`config.mk`:
```
export PLATFORM = sky130hd
export DESIGN_NAME = fs_sched_select
export DESIGN_NICKNAME = d
export VERILOG_FILES = /design/src/rtl/fs_sched_select.sv
export SDC_FILE = /design/constraint.sdc
export NUM_CORES = 1
export LEC_CHECK = 0
export BUFFER_PORTS_ARGS = -buffer_cell sky130_fd_sc_hd__buf_2
export CORE_ASPECT_RATIO = 0.75
export CORE_UTILIZATION = 40
export DETAILED_ROUTE_END_ITERATION = 12
export PLACE_DENSITY = 0.65
export SLEW_MARGIN = 20
export SYNTH_ARGS = -nofsm -noshare
export SYNTH_HDL_FRONTEND = slang
export SYNTH_SLANG_ARGS = --single-unit
export TNS_END_PERCENT = 50
```
`constraint.sdc`:
```
create_clock -name clk -period 2.9 [get_ports clk]
set_clock_uncertainty 0.1 [all_clocks]
set_input_delay 0.29 -clock clk [delete_from_list [all_inputs] [get_ports clk]]
set_output_delay 0.29 -clock clk [all_outputs]
set_load 0.01 [all_outputs]
```
`src/rtl/fs_sched_select.sv`:
```
module fs_sched_select #(
  parameter int GROUPS  = 8,
  parameter int RANGE_W = 32,
  parameter int RANGE_H = 32,
  parameter int BLK     = 16,
  parameter int PARTS   = 41,
  parameter int SADW    = 16,
  parameter int WINW    = 6,
  parameter int XW      = 6
) (
  input  logic                   clk,
  input  logic                   rst_n,
  input  logic                   start,
  output logic                   busy,
  output logic                   done,
  output logic                   scan_valid,
  output logic [$clog2(BLK)-1:0] cur_row,
  output logic [WINW-1:0]        ref_row,
  output logic [GROUPS*WINW-1:0] ref_col,
  output logic                   pos_done,
  output logic [GROUPS*XW-1:0]   pos_mvx,
  output logic [XW-1:0]          pos_mvy,
  output logic [$clog2(GROUPS)-1:0] sel_grp,
  output logic [$clog2(PARTS)-1:0]  sel_part,
  input  logic [SADW-1:0]        loc_sad,
  input  logic [XW-1:0]          loc_mvx,
  input  logic [XW-1:0]          loc_mvy,
  output logic                   res_valid,
  output logic [$clog2(PARTS)-1:0] res_part,
  output logic [SADW-1:0]        res_sad,
  output logic [XW-1:0]          res_mvx,
  output logic [XW-1:0]          res_mvy
);
  localparam int STRIP    = RANGE_W / GROUPS;
  localparam int ROWW     = $clog2(BLK);
  localparam int PW       = $clog2(RANGE_H);
  localparam int CW       = (STRIP > 1) ? $clog2(STRIP) : 1;
  localparam int CNTW     = ROWW + PW + CW;
  localparam int SCAN_CYC = BLK * RANGE_H * STRIP;
  localparam int GW       = $clog2(GROUPS);
  localparam int JW       = $clog2(PARTS);

  typedef enum logic [1:0] {S_IDLE, S_SCAN, S_SEL} st_t;

  st_t             st;
  logic [CNTW-1:0] cnt;
  logic [GW-1:0]   g;
  logic [JW-1:0]   j;
  logic [SADW-1:0] best_sad;
  logic [XW-1:0]   best_x, best_y;

  logic [ROWW-1:0] r;
  logic [PW-1:0]   p;
  logic [CW-1:0]   c;
  logic            take;
  logic [SADW-1:0] nx_sad;
  logic [XW-1:0]   nx_x, nx_y;

  assign r = cnt[ROWW-1:0];
  assign p = cnt[ROWW +: PW];
  assign c = cnt[ROWW+PW +: CW];

  assign busy       = (st != S_IDLE);
  assign scan_valid = (st == S_SCAN);
  assign cur_row    = r;
  assign ref_row    = WINW'(p) + WINW'(r);
  assign pos_done   = scan_valid && (r == ROWW'(BLK-1));
  assign pos_mvy    = XW'(p) - XW'(RANGE_H/2);
  assign sel_grp    = g;
  assign sel_part   = j;

  for (genvar k = 0; k < GROUPS; k++) begin : g_strip
    assign ref_col[k*WINW +: WINW] = WINW'(k*STRIP) + WINW'(c);
    assign pos_mvx[k*XW +: XW]     = XW'(k*STRIP) + XW'(c) - XW'(RANGE_W/2);
  end

  assign take   = (g == '0) || (loc_sad < best_sad);
  assign nx_sad = take ? loc_sad : best_sad;
  assign nx_x   = take ? loc_mvx : best_x;
  assign nx_y   = take ? loc_mvy : best_y;

  always_ff @(posedge clk or negedge rst_n) begin
    if (!rst_n) begin
      st        <= S_IDLE;
      cnt       <= '0;
      g         <= '0;
      j         <= '0;
      best_sad  <= '0;
      best_x    <= '0;
      best_y    <= '0;
      res_valid <= 1'b0;
      done      <= 1'b0;
      res_part  <= '0;
      res_sad   <= '0;
      res_mvx   <= '0;
      res_mvy   <= '0;
    end else begin
      res_valid <= 1'b0;
      done      <= 1'b0;
      case (st)
        S_IDLE: if (start) begin
          st  <= S_SCAN;
          cnt <= '0;
        end
        S_SCAN: if (cnt == CNTW'(SCAN_CYC-1)) begin
          st <= S_SEL;
          g  <= '0;
          j  <= '0;
        end else begin
          cnt <= cnt + 1'b1;
        end
        S_SEL: begin
          best_sad <= nx_sad;
          best_x   <= nx_x;
          best_y   <= nx_y;
          if (g == GW'(GROUPS-1)) begin
            res_valid <= 1'b1;
            res_part  <= j;
            res_sad   <= nx_sad;
            res_mvx   <= nx_x;
            res_mvy   <= nx_y;
            g         <= '0;
            if (j == JW'(PARTS-1)) begin
              st   <= S_IDLE;
              done <= 1'b1;
            end else begin
              j <= j + 1'b1;
            end
          end else begin
            g <= g + 1'b1;
          end
        end
        default: st <= S_IDLE;
      endcase
    end
  end
endmodule

```
== After elaboration in Yosys (flattened, before gate mapping) ==
Index checks and enable logic that the tools add are counted.

* Memory bits (writable): 0
* Bits in read-only memories: 0
* Output and inout bits: 160
* Register bits after elaboration: 86
* Input port bits: 31
* Memories kept: 0
* Bits in latches: 0
* Logic and storage cells: 81

* Div/mod/pow operators: 0
* Bitwise gates (word level): 0
* Shifts and indexed selects: 0
* Magnitude comparators: 1
* Add/subtract/negate cells: 20
* Multiplexer cells: 23
* Multipliers: 0
* Eq/ne operators: 12
* Reductions and logical operators: 12

{| class="wikitable"
|+ Operator list
! cell !! number
|-
| two-way mux 6 bit || 5
|-
| adder 5 x 2 -> 6 bit, first input constant || 4
|-
| subtractor 6 x 5 -> 6 bit, second input constant || 4
|-
| two-way mux 11 bit || 2
|-
| case mux 11 bit (2 select lines) || 1
|-
| subtractor 5 x 5 -> 6 bit, second input constant || 3
|-
| < comparator 16 bit || 1
|-
| two-way mux 16 bit || 1
|-
| case mux 6 bit (2 select lines) || 1
|-
| adder 11 x 1 -> 11 bit, second input constant || 1
|-
| == test 11 bit, second input constant || 1
|-
| adder 4 x 2 -> 5 bit, first input constant || 2
|-
| != test 2 bit, second input constant || 5
|-
| two-way mux 2 bit || 4
|-
| AND reduction 4 bit || 2
|-
| adder 5 x 4 -> 6 bit || 1
|-
| adder 6 x 1 -> 6 bit, second input constant || 1
|-
| == test 6 bit, second input constant || 1
|-
| two-way mux 3 bit || 2
|-
| case mux 2 bit (3 select lines) || 1
|-
| case mux 3 bit (2 select lines) || 1
|-
| nonzero test 2 bit || 3
|-
| subtractor 2 x 5 -> 6 bit, second input constant || 1
|-
| subtractor 4 x 5 -> 6 bit, second input constant || 1
|-
| other kinds (14) || 19
|}

== Logic depth before layout (Yosys ltp) ==
Gate-level depths: netlist of run 1.

* Word-level depth: 4
* Depth in mapped cells: 10
* Depth with buffers taken out: 7

== Worst setup path before layout of run 1 ==
Ideal clock, no wire load.

* Path kind: reg2reg
* From: register best_sad[15]
* To: register res_mvx[5]
* Buffers on the path: 2
* Data required time: 2.659 ns
* Setup slack: 0.753 ns
* Library setup time: 0.141 ns
* Period minus slack after synthesis: 2.147 ns
* Stages on the path, launching flop included: 10
* Data arrival time: 1.906 ns
* Cell sequence: dfrtp_1 -> inv_1 -> ha_1 -> nand4_1 -> nor4_1 -> buf_2 -> buf_2 -> a31oi_1 -> a22oi_1 -> a31oi_1

* Word-level cells in the longest chain between the ends: 3

{| class="wikitable"
|+ Ends and longest elaborated chain
! item !! line !! source
|-
| start, declared || 49 || <nowiki>logic [SADW-1:0] best_sad;</nowiki>
|-
| start signal, assigned || 113 || <nowiki>best_sad <= nx_sad;</nowiki>
|-
| < comparator 16 bit || 77 || <nowiki>assign take = (g == '0) || (loc_sad < best_sad);</nowiki>
|-
| logical OR 1 bit || 77 ||
|-
| two-way mux 6 bit || 79 || <nowiki>assign nx_x = take ? loc_mvx : best_x;</nowiki>
|-
| end signal, assigned || 120 || <nowiki>res_mvx <= nx_x;</nowiki>
|-
| end, declared || 31 || <nowiki>output logic [XW-1:0] res_mvx,</nowiki>
|}

No other way between the ends.
A chain may end at the register's enable or synchronous reset.

== Worst setup path in the final report of run 1 ==
* From: register best_sad[15]
* To: register best_y[3]

* Word-level cells in the longest chain between the ends: 3

{| class="wikitable"
|+ Ends and longest elaborated chain
! item !! line !! source
|-
| < comparator 16 bit || 77 ||
|-
| logical OR 1 bit || 77 ||
|-
| two-way mux 6 bit || 80 || <nowiki>assign nx_y = take ? loc_mvy : best_y;</nowiki>
|-
| end signal, assigned || 115 || <nowiki>best_y <= nx_y;</nowiki>
|-
| end, declared || 50 || <nowiki>logic [XW-1:0] best_x, best_y;</nowiki>
|}

No other way between the ends.

==> impl_metrics.tcl, run 1 <==
set metrics [dict create \
    synth_top_family_by_area "compound AO/OA/AOI/OAI gates" \
    port_buffers 126 \
    post_drt_wl_per_cell_um 15.01 \
    slowest_delay_ns 0.38 \
    cts_hold_buf 1 \
    critical_path.endpoint_type "register" \
    seq_area_frac_synth_pct 35.38 \
    core_region_area_mm2 0.01464 \
    path_class "register to register" \
    register_area_mm2 0.002152 \
    layout_setup_ws_ns 0.4462 \
    synthMuxAreaShare_pct 0 \
    synthXorXnorAreaFrac_pct 1.872 \
    synthDistinctLibCells 49 \
    hold_viol 0 \
    num_vias 5028 \
    leakagePower_nw 3.243 \
    multiInputGateArea_mm2 0.003039 \
    numCtsBuffers 9 \
    row_count 38 \
    setup_violations 0 \
    cts_setup_buffers 0 \
    cp_slowest_cell "a31o_1" \
    clock_path_buffers 2 \
    finalCritPeriodShare_pct 84.61 \
    yosys_most_used_dff "dfrtp_1" \
    drive_gt1_share_pct 23.66 \
    start_util_pct 41.54 \
    netlist_area_mm2 0.006083 \
    yosys.area_share.simple_pct 14.07 \
    wl_um 14810 \
    clock-sinks 86 \
    cts-root-buf "clkbuf_16" \
    worst-path-max-fanout 15 \
    synth_adder_area_share_pct 5.471 \
    async_flop_share_pct 100.0 \
    cts_tree "yes" \
    min_path_type "input port to register" \
    critPathTopFamily "compound AO/OA/AOI/OAI gates" \
    gp_congestion 0.8101 \
    grt.total_usage_pct 19.23 \
    ys_warn_count 0 \
    die_x_um 144.4 \
    synth-seq-cells 86 \
    relSlewSlack_pct 55.47 \
    syn-mean-instance-area_um2 8.508 \
    grt-ovfl-total 0 \
    design.die.area_mm2 0.01571 \
    maxCapViolations 0 \
    power_density_mw_per_mm2 481.4 \
    die_h_um 108.8 \
    insertion_delay_ns 0.34 \
    final_area_mm2 0.006678 \
    arrival_ns 2.56 \
    drv_slew 0 \
    grt_max_degree 58 \
    synth_compound_area_share_pct 24.21 \
    drtIter0Drc 338 \
    crit_path_cell_trace "inv_1 > ha_1 > nand4_1 > nor4_2 > a31o_1 > o21ba_1 > buf_4 > o211ai_1" \
    htree_levels 3 \
    critPathLaunchType "register" \
    grt_pass1_wl_um 23560 \
    ioPinCount 191 \
    dp_hpwl_um 10020 \
    clkSlewWorstSetupHoldPaths_ns 0.07 \
    synthCells 715 \
    drc 0 \
    vias_per_cell 5.094 \
    fmax_ghz 0.4075 \
    synth_edf_count 0 \
    antenna_found_initial 1 \
    ant_nets 0 \
    num-nets-final 838 \
    status "finished clean" \
    area_delta_synth_final_pct 9.770 \
    dpl_cell_area_mm2 0.006372 \
    dr.pass1.iters 5 \
    fillers 1516 \
    ir_drop_mv 0.3226 \
    rsz0062_at_grt "false" \
    grt_pass1_vias 4484 \
    tightest_slew_ns 0.6666 \
    dpl_worst_slack_ns 0.4007 \
    fin_tns_setup_ns 0 \
    cts.repair.resized 0 \
    path_buf_inv 2 \
    period_minus_slack_ns 2.454 \
    required_ns 3.01 \
]
## cell usage in the layout (no fill, tap or decap), types with 23 or more instances in the layout
cell type / count
nand2_1: 85
dfrtp_1: 86
ha_1: 25
o211ai_1: 49
buf_4: 23
conb_1: 64
nor2_1: 60
buf_2: 125
inv_1: 29
a31oi_1: 56
o21ai_0: 29
a22oi_1: 28
## area by class of cell
class / count / area share, %
multi-input combinational: 504 / 45.51
clock buffer: 10 / 3.579
antenna: 1 / 0.03747
tap: 200 / 3.747
clock inverter: 6 / 0.8057
inverter: 30 / 1.686
timing repair buffer: 150 / 12.40
sequential: 86 / 32.23
## cells by family (layout without fill, tap and decap cells)
family                   Yosys count  after routing
AND/OR/NAND/NOR                  193            193
buffers and inverters            187            196
XOR/XNOR                          13             13
other                              2             65
adder cells (fa/ha/maj)           26             26
flip-flops                        86             86
AO/OA/AOI/OAI                    208            208
## routing by layer
metal | routed length, µm | track usage (%)
met1 | 7465 | 29.72
met2 | 6216 | 26.75
met3 | 997 | 4.040
met4 | 130 | 4.586
met5 | 0 | 0
## worst paths after layout
path | startpoint | to | slack [ns] | cells past startpoint
max reg2reg | best_sad[15] | best_y[3] | 0.45 | 8
min | loc_mvx[4] | best_x[4] | 0.13 | 3
min reg2reg | res_part[4] | res_part[4] | 0.37 | 2
max | best_sad[15] | best_y[3] | 0.45 | 8
min in group asynchronous | rst_n | res_part[4] | 0.39 | 2
max in group asynchronous | rst_n | best_sad[1] | 1.58 | 3
## flip-flops by register name (all words and copies together) (netlist names)
signal / flops
cnt: 11
res_sad: 16
best_y: 6
done: 1
res_part: 6
best_x: 6
st: 2
sel_grp: 3
res_valid: 1
sel_part: 6
res_mvx: 6
best_sad: 16
res_mvy: 6
## tightest hold or removal path, stage by stage
cell	delay, ns
buf_2	0.11
nand2_1	0.05
o211ai_1	0.07
## stage by stage
step	power (mW)	cells	hold WS, ns	utilization [%]
floorplan	1.967	777	-0.1056	-
global placement	2.094	969	0.2348	43.52
detailed placement	2.101	969	0.2380	43.52
CTS	3.256	986	0.1189	45.58
global route	3.398	986	0.1338	45.58
finish	3.215	987	0.1294	45.60
## where the power goes
part           switching (mW)  leakage (nW)  internal (mW)  total, mW
Combinational           0.415          2.21          0.315      0.730
Sequential             0.0971         0.890           1.25       1.35
Clock                   0.520         0.141          0.618       1.14
## cells in the mapped netlist, drive strengths merged, types with 2 or more instances
library cell  number  area [µm²]
o21a               2       15.01
nand4              6       37.54
nor2              61       231.5
inv               30       112.6
and3               3       18.77
nand3              7       40.04
conb               2       7.510
a22oi             28       210.2
o31ai              2       15.01
o21ai             38       190.2
dfrtp             86        2152
nand2             85       319.1
buf              125       915.9
and4               2       17.52
clkbuf            32       120.1
nand2b             3       18.77
a211oi             2       20.02
a21o               2       15.01
xnor2              9       78.83
o211ai            56       455.4
and2               2       12.51
ha                25       312.8
a31oi             56       350.3
nor2b             19       118.9
xor2               4       35.03
a21oi             11       55.05
a2111oi            2       55.05
No activity file was read; power rests on OpenSTA's default activity.
==> run 2, diff against run 1 <==
ABC_AREA = 1   (was default)
PLACE_DENSITY = 0.66   (was 0.65)
clock period = 2.45 ns   (was 2.9 ns; I/O delays follow)
==> run 2 against run 1 <==
  * Sequential power increased by 5%
  * Setup slack lost 0.32 ns
  * Via count down 14%
  * Critical path depth is the same
  * First-iteration DRC count shrank 24%
  * Register-to-register slack lost 0.12 ns
  * Die area is 9.8% lower
  * Design area decreased by 8.4%
  * Combinational power fell by 79%
  * Critical path type is now register to output port
==> impl_metrics.tcl, run 2 <==
set metrics [dict create \
    drive_gt1_share_pct 22.07 \
    die_x_um 137.2 \
    fmax_ghz 0.4311 \
    hold_slack_ns 0.1302 \
    grt-ovfl-total 0 \
    finalCritPeriodShare_pct 94.69 \
    swShare_pct 23.70 \
    period_minus_slack_ns 2.320 \
    p_switching_mw 0.7003 \
    rrSetupSlack_ns 0.33 \
    min_path_type "input port to register" \
    fin_tns_setup_ns 0 \
    path_buf_inv 1 \
    grt_pass1_vias 3750 \
    critPathTopFamily "flip-flops" \
    yosys-top-cells-area "dfrtp_1 39%, buf_4 14%, nand2_1 13%" \
    clock-sinks 86 \
    synthCells 708 \
    vias_per_cell 4.422 \
    row_count 36 \
    required_ns 2.11 \
    grt_pass1_wl_um 18740 \
    area_delta_synth_final_pct 11.60 \
    comb_power_share_pct 5.1 \
    maxCapViolations 0 \
    cp_common_cell "nor2_1" \
    yosys_most_used_dff "dfrtp_1" \
    num_vias 4303 \
    htree_levels 3 \
    layout_commonest_cell "nand2_1" \
    cts_tree "yes" \
    synth_edf_count 0 \
    r2r_end "res_mvx[3]" \
    design.die.area_mm2 0.01418 \
    start_util_pct 41.67 \
    hp-start "loc_mvy[5]" \
    netlist_area_mm2 0.005480 \
    arrival_ns 1.97 \
    rr_startpoint "best_sad[15]" \
    core_region_area_mm2 0.01315 \
    rsz0062_at_grt "false" \
    die_h_um 103.4 \
    p_seq_share_pct 48.0 \
    critical_path.endpoint_type "output port" \
    final_util_pct 46.50 \
    port_buffers 126 \
    synth_common_cells "185 x nand2_1, 105 x buf_4, 95 x nand3_1" \
    path_class "register to output port" \
    num-nets-final 854 \
    ys_warn_count 0 \
    ir_drop_mv 0.3187 \
    leakagePower_nw 3.479 \
    synth-seq-cells 86 \
    gp_congestion 0.8207 \
    syn-mean-instance-area_um2 7.740 \
    antennaDiodeCount 0 \
    antenna_found_initial 0 \
    worst-path-max-fanout 5 \
    grt.total_usage_pct 17.10 \
    synth.most_common_cell "nand2_1" \
    ioPinCount 191 \
    reg2regPathDepth 12 \
    grt_max_degree 42 \
    async_flop_share_pct 100.0 \
    clkSlewWorstSetupHoldPaths_ns 0.07 \
    crit_path_cell_trace "ha_1 > nand2_1 > nor2_1 > a211oi_1 > nor2_1 > nor2_1 > nor2_1 > buf_2" \
    p_int_mw 2.254 \
    ant_nets 0 \
    whs_path_depth 5 \
    power_density_mw_per_mm2 483.1 \
    status "finished clean" \
    cp_slowest_cell "dfrtp_1" \
    numCtsBuffers 9 \
    setup_violations 0 \
    synth_top_area_cell "dfrtp_1" \
    final_cell_mix "185 x nand2_1, 125 x buf_2, 95 x nand3_1" \
    slowest_delay_ns 0.44 \
    drc 0 \
    wl_um 11670 \
    holdPathEnd "res_mvy[5]" \
    yosysTopAreaCellShare_pct 39.27 \
    clkPwrFrac_pct 46.9 \
    post_drt_wl_per_cell_um 12.00 \
    largestRegisters "best_sad (16), res_sad (16), cnt (11)" \
    cts_setup_buffers 0 \
    cts-root-buf "clkbuf_16" \
    critPathLaunchType "register" \
    dr.pass1.iters 4 \
    insertion_delay_ns 0.34 \
    synthDistinctLibCells 33 \
    seq_area_frac_synth_pct 39.27 \
    drtIter0Drc 258 \
    drv_slew 0 \
    dp_hpwl_um 8526 \
    clock_path_buffers 2 \
    hold_viol 0 \
]
## run 2: cell count changes after synthesis, moves of 8 or more
cell	delta
inv_1	+59
a22oi_1	-28
xnor2_1	-8
buf_2	-9
nand2_1	+100
nor2_1	-38
o21ai_0	-12
nand3_1	+89
nor2b_1	-19
o211ai_1	-49
a31oi_1	-56
clkbuf_1	-22
## run 2: area by class of cell
class                           instances  area [µm²]
Clock buffer                           10       229.0
Clock inverter                          6       70.07
Fill cell                            1328        7037
Inverter                               91       341.6
Multi-Input combinational cell        465        2325
Sequential cell                        86        2153
Tap cell                              171       214.0
Timing Repair Buffer                  144       783.3
## run 2: repair_timing
action | CTS | global route
endpoints found under the hold margin | 22 | 0
endpoints found under the setup margin | 0 | 1
resized for setup | 0 | 1
hold buffers | 1 | 0
## run 2: power groups by stage
stage	registers [mW]	clock network (mW)	logic (mW)
global placement	1.45	0	0.150
floorplan	1.45	0	0.154
finish	1.42	1.38	0.151
detailed placement	1.45	0	0.150
global route	1.42	1.46	0.177
CTS	1.42	1.42	0.151
## run 2: logic make-up (layout without fill, tap and decap cells)
kind of cell	after synthesis	count (layout)	synth area share (%)
fa+ha+maj	26	26	6.073
compound gates	43	43	4.406
other cells	2	64	0.1370
simple gates	321	321	25.75
flops	86	86	39.27
xor+xnor	11	11	1.758
buf+inv	219	251	22.60
## run 2: routing by layer
metal	vias up	routed length, µm	global-route usage, %
met5	-	0	0
met4	0	127	4.818
met3	14	699	3.606
met2	125	4815	24.79
met1	1939	6032	25.49
li1	2225	-	-
## run 2: worst max path at each step
| stage | slack [ns] | to | cells after the start | from |
|---|---|---|---|---|
| floorplan | 0.60 | best_sad[0] | 13 | best_sad[15] |
| global placement | 0.37 | res_mvx[3] | 12 | best_sad[15] |
| detailed placement | 0.34 | res_mvx[3] | 12 | best_sad[15] |
| CTS | 0.12 | ref_row[4] | 6 | cnt[0] |
| global route | 0.01 | ref_row[5] | 8 | cnt[2] |
| finish | 0.13 | ref_row[5] | 8 | cnt[2] |
## run 2: stage by stage
stage / area [µm²] / cells / setup slack, ns / total power, mW
2_1_floorplan: 5713 / 770 / 0.5969 / 1.601
5_1_grt: 6116 / 973 / 0.01376 / 3.054
3_3_place_gp: 5806 / 956 / 0.3726 / 1.596
6_report: 6116 / 973 / 0.1302 / 2.954
3_5_place_dp: 5806 / 956 / 0.3371 / 1.596
4_1_cts: 6115 / 973 / 0.1152 / 2.986
## run 2: worst register-to-register path, cell delays in order, from the launching register on
cell     delay, ns
dfrtp_1       0.35
inv_1         0.06
ha_1          0.28
nand2_1       0.06
inv_1         0.05
nand3_1       0.09
nor3_1        0.14
nand2_1       0.07
nand2_1       0.16
buf_4         0.32
nand3_1       0.18
nand3_1       0.13
nand2_1       0.05
==> run 3, diff against run 2 <==
CORE_ASPECT_RATIO = default   (was 0.75)
==> run 3 against run 2 <==
  * Flip-flop and latch count stayed put
  * Via count rose by 0.95%
  * Die area hardly changed
  * Critical path type unchanged
==> impl_metrics.tcl, run 3 (synthesized netlist as in run 2, its figures left out) <==
set metrics [dict create \
    status "finished clean" \
    grt-ovfl-total 0 \
    die_h_um 119.1 \
    reg2regPathDepth 11 \
    cts_tree "yes" \
    relSlewSlack_pct 51.14 \
    crit_path_end "ref_row[4]" \
    core_region_area_mm2 0.01330 \
    power_density_mw_per_mm2 484.9 \
    slowest_delay_ns 0.43 \
    cts_setup_buffers 0 \
    rsz0062_at_grt "false" \
    required_ns 2.11 \
    cp_slowest_cell "dfrtp_1" \
    cts_hold_buf 1 \
    setup_violations 0 \
    dp_hpwl_um 8476 \
    cts-root-buf "clkbuf_16" \
    design.die.area_mm2 0.01417 \
    cp.depth 6 \
    numCtsBuffers 9 \
    rr_startpoint "cnt[0]" \
    grt.total_usage_pct 17.64 \
    cts.repair.resized 0 \
    insertion_delay_ns 0.34 \
    hold_viol 0 \
    tightest_slew_ns 0.7329 \
    drtIter0Drc 218 \
    grt_max_degree 54 \
    comb_power_share_pct 5.0 \
    r2r_end "sel_part[1]" \
    rrSetupSlack_ns 0.37 \
    grt_pass1_wl_um 19800 \
    area_delta_synth_final_pct 11.48 \
    vias_per_cell 4.451 \
    arrival_ns 1.96 \
    port_buffers 126 \
    drive_gt1_share_pct 21.63 \
    critPathTopFamily "adder cells" \
    p_switching_mw 0.6605 \
    fin_tns_setup_ns 0 \
    p_int_mw 2.302 \
    antenna_found_initial 0 \
    dr.pass1.iters 4 \
    antennaDiodeCount 0 \
    leakagePower_nw 3.482 \
    ant_nets 0 \
    htree_levels 3 \
    swShare_pct 22.29 \
    wl_um 11860 \
    cp-startpoint "cnt[0]" \
    clock_path_buffers 2 \
    dpl_cell_area_mm2 0.005797 \
    period_minus_slack_ns 2.301 \
    p_seq_share_pct 47.9 \
    drv_slew 0 \
    path_class "register to output port" \
    layout_commonest_cell "nand2_1" \
    fmax_ghz 0.4345 \
    path_buf_inv 2 \
    drc 0 \
    min_path_type "input port to register" \
    final_area_mm2 0.006110 \
    total_power_mw 2.963 \
    gp_congestion 0.8052 \
    clkPwrFrac_pct 47.1 \
    num_vias 4344 \
    clock-sinks 86 \
    grt_pass1_vias 4065 \
    die_x_um 119.1 \
    start_util_pct 41.22 \
    num-nets-final 852 \
    post_drt_wl_per_cell_um 12.15 \
    finalCritPeriodShare_pct 93.93 \
    largestRegisters "best_sad (16), res_sad (16), cnt (11)" \
    worst-path-max-fanout 6 \
    row_count 42 \
    critPathLaunchType "register" \
    fillers 1361 \
    maxCapViolations 0 \
    final_cell_mix "185 x nand2_1, 125 x buf_2, 95 x nand3_1" \
    critical_path.endpoint_type "output port" \
    clkSlewWorstSetupHoldPaths_ns 0.06 \
    ioPinCount 191 \
    crit_path_cell_trace "ha_1 > inv_1 > fa_1 > o21ai_0 > xor2_1 > buf_2" \
    ir_drop_mv 0.4357 \
]
run 3: changes by cell type in the layout (fill, tap and decap cells not counted), sizes merged:
cell,previous run,this run
inv,92,91
clkbuf,10,13
clkinvlp,3,1
buf,143,141
run 3: cell type report:
class	instances	area [µm²]	share of cell area [%]
clock buffers	13	260.3	4.260
clock inverters	3	42.54	0.6963
inverters	91	341.6	5.591
multi-input cells	465	2325	38.05
flip-flops and latches	86	2152	35.22
well taps	176	220.2	3.604
repair buffers	142	768.2	12.57
run 3: how the worst min path moves through the flow:
stage | from | endpoint | slack (ns) | cells after the start
finish | loc_mvx[5] | res_mvx[5] | 0.13 | 5
global route | loc_mvy[1] | res_mvy[1] | 0.14 | 5
CTS | loc_mvy[3] | res_mvy[3] | 0.12 | 5
detailed placement | rst_n | best_x[2] | 0.26 | 1
global placement | rst_n | best_sad[3] | 0.24 | 1
floorplan | rst_n | best_sad[0] | -0.15 | 0
run 3: metrics by stage:
stage	instances	util (%)	setup slack, ns	hold WS (ns)
2_1_floorplan	770	-	0.5969	-0.1506
4_1_cts	976	45.95	0.1170	0.1160
3_5_place_dp	959	43.60	0.3932	0.2554
5_1_grt	976	45.95	0.001851	0.1438
3_3_place_gp	959	43.60	0.5028	0.2437
6_report	976	45.95	0.1486	0.1251
run 3: tightest hold or removal path: stages:
cell	delay, ns
buf_2	0.07
inv_1	0.03
nand2_1	0.07
nand3_1	0.06
nand2_1	0.05
run 3: power groups by stage:
stage	sequential [mW]	clock (mW)	combinational [mW]
2_1_floorplan	1.45	0	0.154
3_3_place_gp	1.45	0	0.148
3_5_place_dp	1.45	0	0.149
4_1_cts	1.42	1.44	0.150
5_1_grt	1.42	1.49	0.174
6_report	1.42	1.39	0.149
run 3: metal layers:
metal  track usage, %  part of all wire (%)
met1            23.55                    47
met2            28.49                    47
met3            3.927                   5.2
met4            5.142                  0.49
met5                0                     0
